**config.mk**
```make
export PLATFORM = sky130hd
export DESIGN_NAME = pin_input_filter
export DESIGN_NICKNAME = d
export VERILOG_FILES = /design/src/rtl/pif_pkg.sv /design/src/rtl/pif_pad_sync.sv /design/src/rtl/pif_ctrl_regs.sv /design/src/rtl/pif_tick_gen.sv /design/src/rtl/pif_filter_cell.sv /design/src/rtl/pin_input_filter.sv
export SDC_FILE = /design/constraint.sdc
export NUM_CORES = 1
export LEC_CHECK = 0
export BUFFER_PORTS_ARGS = -buffer_cell sky130_fd_sc_hd__clkbuf_2
export CORE_ASPECT_RATIO = 0.5
export CORE_MARGIN = 4
export CORE_UTILIZATION = 55
export DETAILED_ROUTE_END_ITERATION = 8
export PLACE_DENSITY = 0.76
export SYNTH_ARGS = -nofsm -noshare
export SYNTH_HDL_FRONTEND = slang
export SYNTH_SLANG_ARGS = --single-unit
```
**constraint.sdc**
```tcl
create_clock -name clk -period 6.8 [get_ports clk]
set_clock_uncertainty 0.1 [all_clocks]
set_input_delay 1.36 -clock clk [delete_from_list [all_inputs] [get_ports clk]]
set_output_delay 1.36 -clock clk [all_outputs]
set_load 0.05 [all_outputs]
```
**src/rtl/pif_pkg.sv**
```systemverilog
package pif_pkg;

    typedef enum logic [1:0] {
        FLT_BYPASS  = 2'd0,
        FLT_SETTLED = 2'd1,
        FLT_PENDING = 2'd2
    } flt_state_e;

endpackage

```
**src/rtl/pif_pad_sync.sv**
```systemverilog
module pif_pad_sync #(
    parameter int WIDTH  = 32,
    parameter int STAGES = 2
) (
    input  logic             clk,
    input  logic             rst_n,
    input  logic [WIDTH-1:0] d_in,
    output logic [WIDTH-1:0] d_out
);

    logic [WIDTH-1:0] chain [STAGES];

    always_ff @(posedge clk or negedge rst_n) begin
        if (!rst_n) begin
            chain[0] <= '0;
        end else begin
            chain[0] <= d_in;
        end
    end

    for (genvar s = 1; s < STAGES; s++) begin : g_stage
        always_ff @(posedge clk or negedge rst_n) begin
            if (!rst_n) begin
                chain[s] <= '0;
            end else begin
                chain[s] <= chain[s-1];
            end
        end
    end

    assign d_out = chain[STAGES-1];

endmodule

```
**src/rtl/pif_ctrl_regs.sv**
```systemverilog
module pif_ctrl_regs #(
    parameter int NPINS = 32,
    parameter int DIV_W = 14
) (
    input  logic             clk,
    input  logic             rst_n,
    input  logic [NPINS-1:0] en_set,
    input  logic [NPINS-1:0] en_clr,
    input  logic [NPINS-1:0] glitch_set,
    input  logic [NPINS-1:0] debounce_set,
    input  logic             div_wr,
    input  logic [DIV_W-1:0] div_val,
    output logic [NPINS-1:0] en_q,
    output logic [NPINS-1:0] deb_q,
    output logic [DIV_W-1:0] div_q
);

    logic [NPINS-1:0] en_d;
    logic [NPINS-1:0] deb_d;

    always_comb begin
        en_d  = (en_q | en_set) & ~en_clr;
        deb_d = (deb_q | debounce_set) & ~glitch_set;
    end

    always_ff @(posedge clk or negedge rst_n) begin
        if (!rst_n) begin
            en_q  <= '0;
            deb_q <= '0;
            div_q <= '0;
        end else begin
            en_q  <= en_d;
            deb_q <= deb_d;
            if (div_wr) begin
                div_q <= div_val;
            end
        end
    end

endmodule

```
**src/rtl/pif_tick_gen.sv**
```systemverilog
module pif_tick_gen #(
    parameter int DIV_W = 14
) (
    input  logic             clk,
    input  logic             rst_n,
    input  logic [DIV_W-1:0] div_q,
    output logic             tick
);

    localparam int CNT_W = DIV_W + 1;

    logic [CNT_W-1:0] cnt_q;
    logic [CNT_W-1:0] limit;

    always_comb begin
        limit = {div_q, 1'b1};
        tick  = (cnt_q >= limit);
    end

    always_ff @(posedge clk or negedge rst_n) begin
        if (!rst_n) begin
            cnt_q <= '0;
        end else if (tick) begin
            cnt_q <= '0;
        end else begin
            cnt_q <= cnt_q + 1'b1;
        end
    end

endmodule

```
**src/rtl/pif_filter_cell.sv**
```systemverilog
module pif_filter_cell
    import pif_pkg::*;
(
    input  logic clk,
    input  logic rst_n,
    input  logic enable,
    input  logic strobe,
    input  logic level,
    output logic qual
);

    flt_state_e state_q;
    flt_state_e state_d;
    logic       held_q;
    logic       held_d;
    logic       differs;

    always_comb begin
        differs = (level != held_q);
        state_d = state_q;
        held_d  = held_q;
        if (!enable) begin
            state_d = FLT_BYPASS;
            held_d  = level;
        end else if (strobe) begin
            unique case (state_q)
                FLT_BYPASS, FLT_SETTLED: begin
                    state_d = differs ? FLT_PENDING : FLT_SETTLED;
                end
                FLT_PENDING: begin
                    state_d = FLT_SETTLED;
                    if (differs) begin
                        held_d = level;
                    end
                end
                default: begin
                    state_d = FLT_BYPASS;
                end
            endcase
        end
    end

    always_ff @(posedge clk or negedge rst_n) begin
        if (!rst_n) begin
            state_q <= FLT_BYPASS;
            held_q  <= 1'b0;
        end else begin
            state_q <= state_d;
            held_q  <= held_d;
        end
    end

    always_comb begin
        qual = enable ? held_q : level;
    end

endmodule

```
**src/rtl/pin_input_filter.sv**
```systemverilog
module pin_input_filter #(
    parameter int NPINS       = 32,
    parameter int DIV_W       = 14,
    parameter int SYNC_STAGES = 2
) (
    input  logic             clk,
    input  logic             rst_n,
    input  logic [NPINS-1:0] pad_in,
    input  logic [NPINS-1:0] flt_en_set,
    input  logic [NPINS-1:0] flt_en_clr,
    input  logic [NPINS-1:0] mode_glitch_set,
    input  logic [NPINS-1:0] mode_debounce_set,
    input  logic             div_wr,
    input  logic [DIV_W-1:0] div_val,
    output logic [NPINS-1:0] pin_out
);

    logic [NPINS-1:0] pad_s;
    logic [NPINS-1:0] en_q;
    logic [NPINS-1:0] deb_q;
    logic [DIV_W-1:0] div_q;
    logic             slow_tick;

    pif_pad_sync #(
        .WIDTH  (NPINS),
        .STAGES (SYNC_STAGES)
    ) u_sync (
        .clk   (clk),
        .rst_n (rst_n),
        .d_in  (pad_in),
        .d_out (pad_s)
    );

    pif_ctrl_regs #(
        .NPINS (NPINS),
        .DIV_W (DIV_W)
    ) u_regs (
        .clk          (clk),
        .rst_n        (rst_n),
        .en_set       (flt_en_set),
        .en_clr       (flt_en_clr),
        .glitch_set   (mode_glitch_set),
        .debounce_set (mode_debounce_set),
        .div_wr       (div_wr),
        .div_val      (div_val),
        .en_q         (en_q),
        .deb_q        (deb_q),
        .div_q        (div_q)
    );

    pif_tick_gen #(
        .DIV_W (DIV_W)
    ) u_tick (
        .clk   (clk),
        .rst_n (rst_n),
        .div_q (div_q),
        .tick  (slow_tick)
    );

    for (genvar p = 0; p < NPINS; p++) begin : g_pin
        logic strobe;
        assign strobe = deb_q[p] ? slow_tick : 1'b1;

        pif_filter_cell u_cell (
            .clk    (clk),
            .rst_n  (rst_n),
            .enable (en_q[p]),
            .strobe (strobe),
            .level  (pad_s[p]),
            .qual   (pin_out[p])
        );
    end

endmodule

```
# After elaboration in Yosys (flattened, before gate mapping)
# Cells that the tools add are included.
# op_classes
mux	321
bitwise_logic	6
eq_ne	192
n_addsub	1
reduce_logical	96
magnitude_cmp	1
# ops
cell	count
2-to-1 mux 1 bit	192
2-to-1 mux 2 bit	96
inequality test 2 x 1 -> 1 bit, second input constant	64
one-hot mux 2 bit (2 select lines)	32
AND reduction 3 bit	32
bitwise AND 32 bit	2
== test 2 x 1 -> 1 bit, second input constant	32
== test 2 bit, second input constant	32
zero test 2 bit	32
inequality test 2 bit, second input constant	32
NOT 32 bit	2
bitwise OR 32 bit	2
OR reduction 2 bit	32
inequality test 1 bit	32
adder 15 x 1 -> 15 bit, second input constant	1
>= comparator 15 bit	1
2-to-1 mux 15 bit	1
# totals
out_inout_bits	32
register_bits	253
input_bits	177

# Depth between registers and ports, before layout
# logic_depth
ltp_word	5
ltp_mapped	9
mapped_depth_nobuf	8

# Hierarchy
# A second synthesis with hierarchy kept.
# hier_totals
hier_cells	857
hier_area_um2	11140.7
# modules_own_cells
module	instances	area_per_inst_um2	cells_per_inst
pif_filter_cell	32	162.7	14
pif_ctrl_regs	1	2761.4	157
pif_pad_sync	1	1841.8	96
pif_tick_gen	1	1117.3	121
pin_input_filter	1	215.2	35

# Least setup slack after synthesis
# No wires, ideal clock.
# synth_path
kind	reg2out
from	register u_regs.en_q[13]
to	output port pin_out[13]
path_buffers	1
stages_incl_launch_ff	3
t_required_ns	5.340
arrival_ns	0.923
slack_ns	4.417
path_cell_list	dfrtp_1 mux2_2 buf_4
# synth_via
elab_chain_len	1
# synth_lines
item	line	text
start, declared	pif_ctrl_regs.sv:13	output logic [NPINS-1:0] en_q,
start signal, assigned	pif_ctrl_regs.sv:32	en_q <= en_d;
2-to-1 mux 1 bit	pif_filter_cell.sv:54	qual = enable ? held_q : level;
end, declared	pin_input_filter.sv:15	output logic [NPINS-1:0] pin_out
# No other way between the ends.

# Final worst setup path
# layout_path
from	register u_tick.cnt_q[8]
to	register g_pin[5].u_cell.held_q
# layout_via
elab_chain_len	4
# layout_lines
item	line	text
start, declared	pif_tick_gen.sv:12	logic [CNT_W-1:0] cnt_q;
start signal, assigned	pif_tick_gen.sv:26	cnt_q <= cnt_q + 1'b1;
>= comparator 15 bit	pif_tick_gen.sv:17	tick = (cnt_q >= limit);
2-to-1 mux 1 bit	pin_input_filter.sv:62	assign strobe = deb_q[p] ? slow_tick : 1'b1;
inequality test 2 bit (no source line)	-	
AND reduction 3 bit (no source line)	-	
end signal, assigned	pif_filter_cell.sv:49	held_q <= held_d;
end, declared	pif_filter_cell.sv:14	logic held_q;
# No other way between the ends.
# A chain may end at the register's enable or synchronous reset.

==> results by group <==
CTS
  • Clock buffer depth: 3
  • CTS Root Cell: clkbuf_16
  • Clk sinks: 253
  • Cts hold-fix bufs: 0
  • H-Tree Depth: 1
  • Worst skew pair latency: 0.52 ns
  • CTS tree: yes
  • Cells resized by post-CTS repair: 0
  • Setup Buffers After CTS: 0
  • CTS Buf Count: 23
  • CTS clk-pin slew, worst paths: 0.07 ns

Pwr
  • PwrDens: 279.6 mW/mm^2
  • Int Pwr: 2630 uW
  • Net switching power: 968.2 uW
  • Sequential Power Share: 48.8%
  • Logic gate share of total power: 14.3%
  • Clk pwr share: 36.9%
  • Sw Share: 26.91%
  • Leak Pwr: 0.006205 uW
  • VDD IR max: 251.5 uV

Synth
  • Post-synth cell types: 31
  • Seq/Total Area, Yosys: 57.61%
  • Ys async rst share: 100.0%
  • Most instantiated cells after synthesis: dfrtp_1, nor2_1, nand2_1
  • Post-synth top area share: 57.61%
  • Compound-Gate Fraction of Synth Area: 7.993%
  • Ys Warns: 0
  • Post-synthesis adder-cell area fraction: 1.708%
  • Largest family of logic cells by synthesized area: simple AND/OR/NAND/NOR gates
  • Most frequent cell after synthesis: dfrtp_1
  • Synth Area in Simple Gates: 17.66%
  • Post-synthesis mux area share: 8.015%
  • Yosys top cell by area: dfrtp_1
  • Synth top area cells: dfrtp_1, nor2_1, mux2_1
  • Mapped Cells: 966
  • Synthesized Nets: 1158
  • Number of enable flip-flop cells after synthesis: 0
  • Synth Cell Area: 0.01099 mm^2
  • #FFs+latches synth: 253
  • Post-Synth XOR/XNOR Area: 3.586%
  • Synthesized area per cell: 11.38 um^2
  • Post-synth top flop: dfrtp_1

Final layout
  • Ant. Diodes: 0
  • Final net count: 1352
  • Share of cells above drive strength 1: 26.45%
  • Area Overhead vs Synth: 17.11%

Setup path
  • CP arrival: 3.55 ns
  • CP peak stage delay: 0.69 ns
  • Required time of the critical path: 7.09 ns
  • CP cell instances: ha_1 > a21oi_1 > o21ai_1 > a21oi_4 > buf_4 > nand3_1 > a21boi_1 > mux2_1
  • R2R depth: 8
  • Setup CP Type: reg -> reg
  • Crit end category: register
  • RR Endpoint: g_pin[5].u_cell.held_q$_DFFE_PN0P_
  • R2r startpoint: u_tick.cnt_q[8]$_DFF_PN0_
  • Type of element launching the critical path: register
  • Flop-to-flop setup slack: 3.54 ns
  • Worst Path Max Fanout: 19
  • Crit-path slowest cell: a21oi_4

Drt
  • Vias: 7422
  • DR DRC count: 0
  • DRT Pass-1 Iters: 4
  • DR iter-0 viols: 391
  • DR WL/cell: 14.39 um
  • Routed Antenna Nets: 0
  • Total Routed Length: 20750 um
  • DR vias/cell: 5.147

Floorplanning
  • Die width: 207.9 um
  • Rows: 36
  • Core Area: 0.01955 mm^2
  • I/O pin total: 209
  • Die height: 108.0 um
  • Starting Density: 56.21%
  • Die ar.: 0.02244 mm^2

Placed design
  • Detail Placement HPWL: 14510 um
  • GPL Wtd Cong: 0.7711
  • IO Port Bufs: 208

STA
  • Final worst path period share: 47.93%
  • Fin. max-slew vios: 0
  • Fin. Hold Viols: 0
  • Fmax: 306.8 MHz
  • Post-route minimum period: 3.259 ns
  • RSZ-0062 raised after global routing: false
  • Post-Route Setup TNS: 0 ns
  • WHS: 0.2492 ns
  • Worst slew margin: 31.98%
  • Worst-Margin Slew: 1.020 ns
  • Setup-failing EPs final: 0

GRT
  • Antenna violations before repair: 0
  • Grt total ovfl: 0
  • Global-route wire length before repair: 35260 um
  • Largest net degree at the start of global routing: 170
  • Vias in the first global route: 7557
  • Total GRT Usage: 18.77%

Min path
  • Worst hold endpoint: u_sync.d_out[28]$_DFF_PN0_
  • Worst Hold Depth: 0
  • HP Start: u_sync.chain[60]$_DFF_PN0_
  • Hold crit path type: reg -> reg

Run status
  • Status: finished, final reports clean

Job
  • Max-cap violations: 0
[placed cells by master, fill, tap and decap left out, types with 7 or more instances in the layout]
master,Yosys,routed
a21boi_0,16,16
a21boi_1,30,30
a21oi_1,8,8
clkbuf_16,0,23
clkbuf_2,0,207
dfrtp_1,253,253
ha_1,15,15
inv_1,16,16
mux2_1,32,32
mux2_2,32,32
mux2i_1,16,16
nand2_1,85,85
nand3_1,12,12
nand3_2,18,18
nand3_4,10,10
nand4b_1,32,32
nor2_1,177,177
nor2b_1,34,34
o211ai_1,16,16
o21ai_0,62,62
xnor2_1,7,7
xor2_1,38,38
[state kept, by name, indices dropped and copies added (netlist names)]
name / cells
u_regs.deb_q: 32
u_tick.cnt_q: 15
u_sync.chain: 32
u_sync.d_out: 32
u_regs.en_q: 32
g_pin.u_cell.state_q: 64
u_regs.div_q: 14
g_pin.u_cell.held_q: 32
[worst max-delay path by stage]
stage	from	slack, ns	end
after floorplan	u_regs.en_q[13]$_DFF_PN0_	4.42	pin_out[13]
after global placement	u_tick.cnt_q[8]$_DFF_PN0_	3.61	g_pin[5].u_cell.held_q$_DFFE_PN0P_
after detailed placement	u_tick.cnt_q[8]$_DFF_PN0_	3.51	g_pin[5].u_cell.held_q$_DFFE_PN0P_
after CTS	u_tick.cnt_q[8]$_DFF_PN0_	3.51	g_pin[5].u_cell.held_q$_DFFE_PN0P_
after global routing	u_tick.cnt_q[8]$_DFF_PN0_	3.34	g_pin[26].u_cell.held_q$_DFFE_PN0P_
final	u_tick.cnt_q[8]$_DFF_PN0_	3.54	g_pin[5].u_cell.held_q$_DFFE_PN0P_
[final cells by class]
type / instances / area, um^2
multi-input cells: 655 / 4289
clock buffers: 31 / 635.6
fillers: 1474 / 6679
inverters: 16 / 60.06
clock inverters: 10 / 135.1
well taps: 266 / 332.8
flip-flops and latches: 253 / 6331
repair buffers: 211 / 1086
[metrics by stage]
stage	power [uW]	util (%)	worst slack [ns]	cell area, um^2	instances
2_1_floorplan	2140	-	4.418	10990	966
3_3_place_gp	2270	61.89	3.609	12100	1401
3_5_place_dp	2300	61.89	3.507	12100	1401
4_1_cts	3646	65.83	3.511	12870	1442
5_1_grt	3796	65.83	3.338	12870	1442
6_report	3598	65.83	3.541	12870	1442
[metal layers]
metal  wire length [um]  GRT usage, %  vias to the layer above
met3                809         3.826                       31
li1                   -             -                     3658
met1               9198         24.63                     3617
met5                  0             0                        -
met4                406         3.841                        0
met2              10330         33.15                      116
[kinds of logic after synthesis]
family | after synthesis
AND/OR/NAND/NOR | 376
flip-flops | 253
AO/OA/AOI/OAI | 139
multiplexers | 80
buffers and inverters | 58
XOR/XNOR | 45
adder cells (fa/ha/maj) | 15
[power groups by stage]
| stage | sequential [uW] | combinational (uW) | clock (uW) |
|---|---|---|---|
| after floorplan | 1750 | 392 | 0 |
| after global placement | 1770 | 497 | 0 |
| after detailed placement | 1780 | 519 | 0 |
| after CTS | 1750 | 524 | 1370 |
| after global routing | 1770 | 583 | 1440 |
| final | 1760 | 515 | 1330 |
[worst max-delay path, delay by kind of cell, from the launching register on]
family	cells	cell delay (ns)
AO/OA/AOI/OAI	4	1.19
buffers and inverters	1	0.49
AND/OR/NAND/NOR	1	0.26
flip-flops	1	0.43
adder cells (fa/ha/maj)	1	0.32
multiplexers	1	0.34
(Power assumes the default switching activity.)
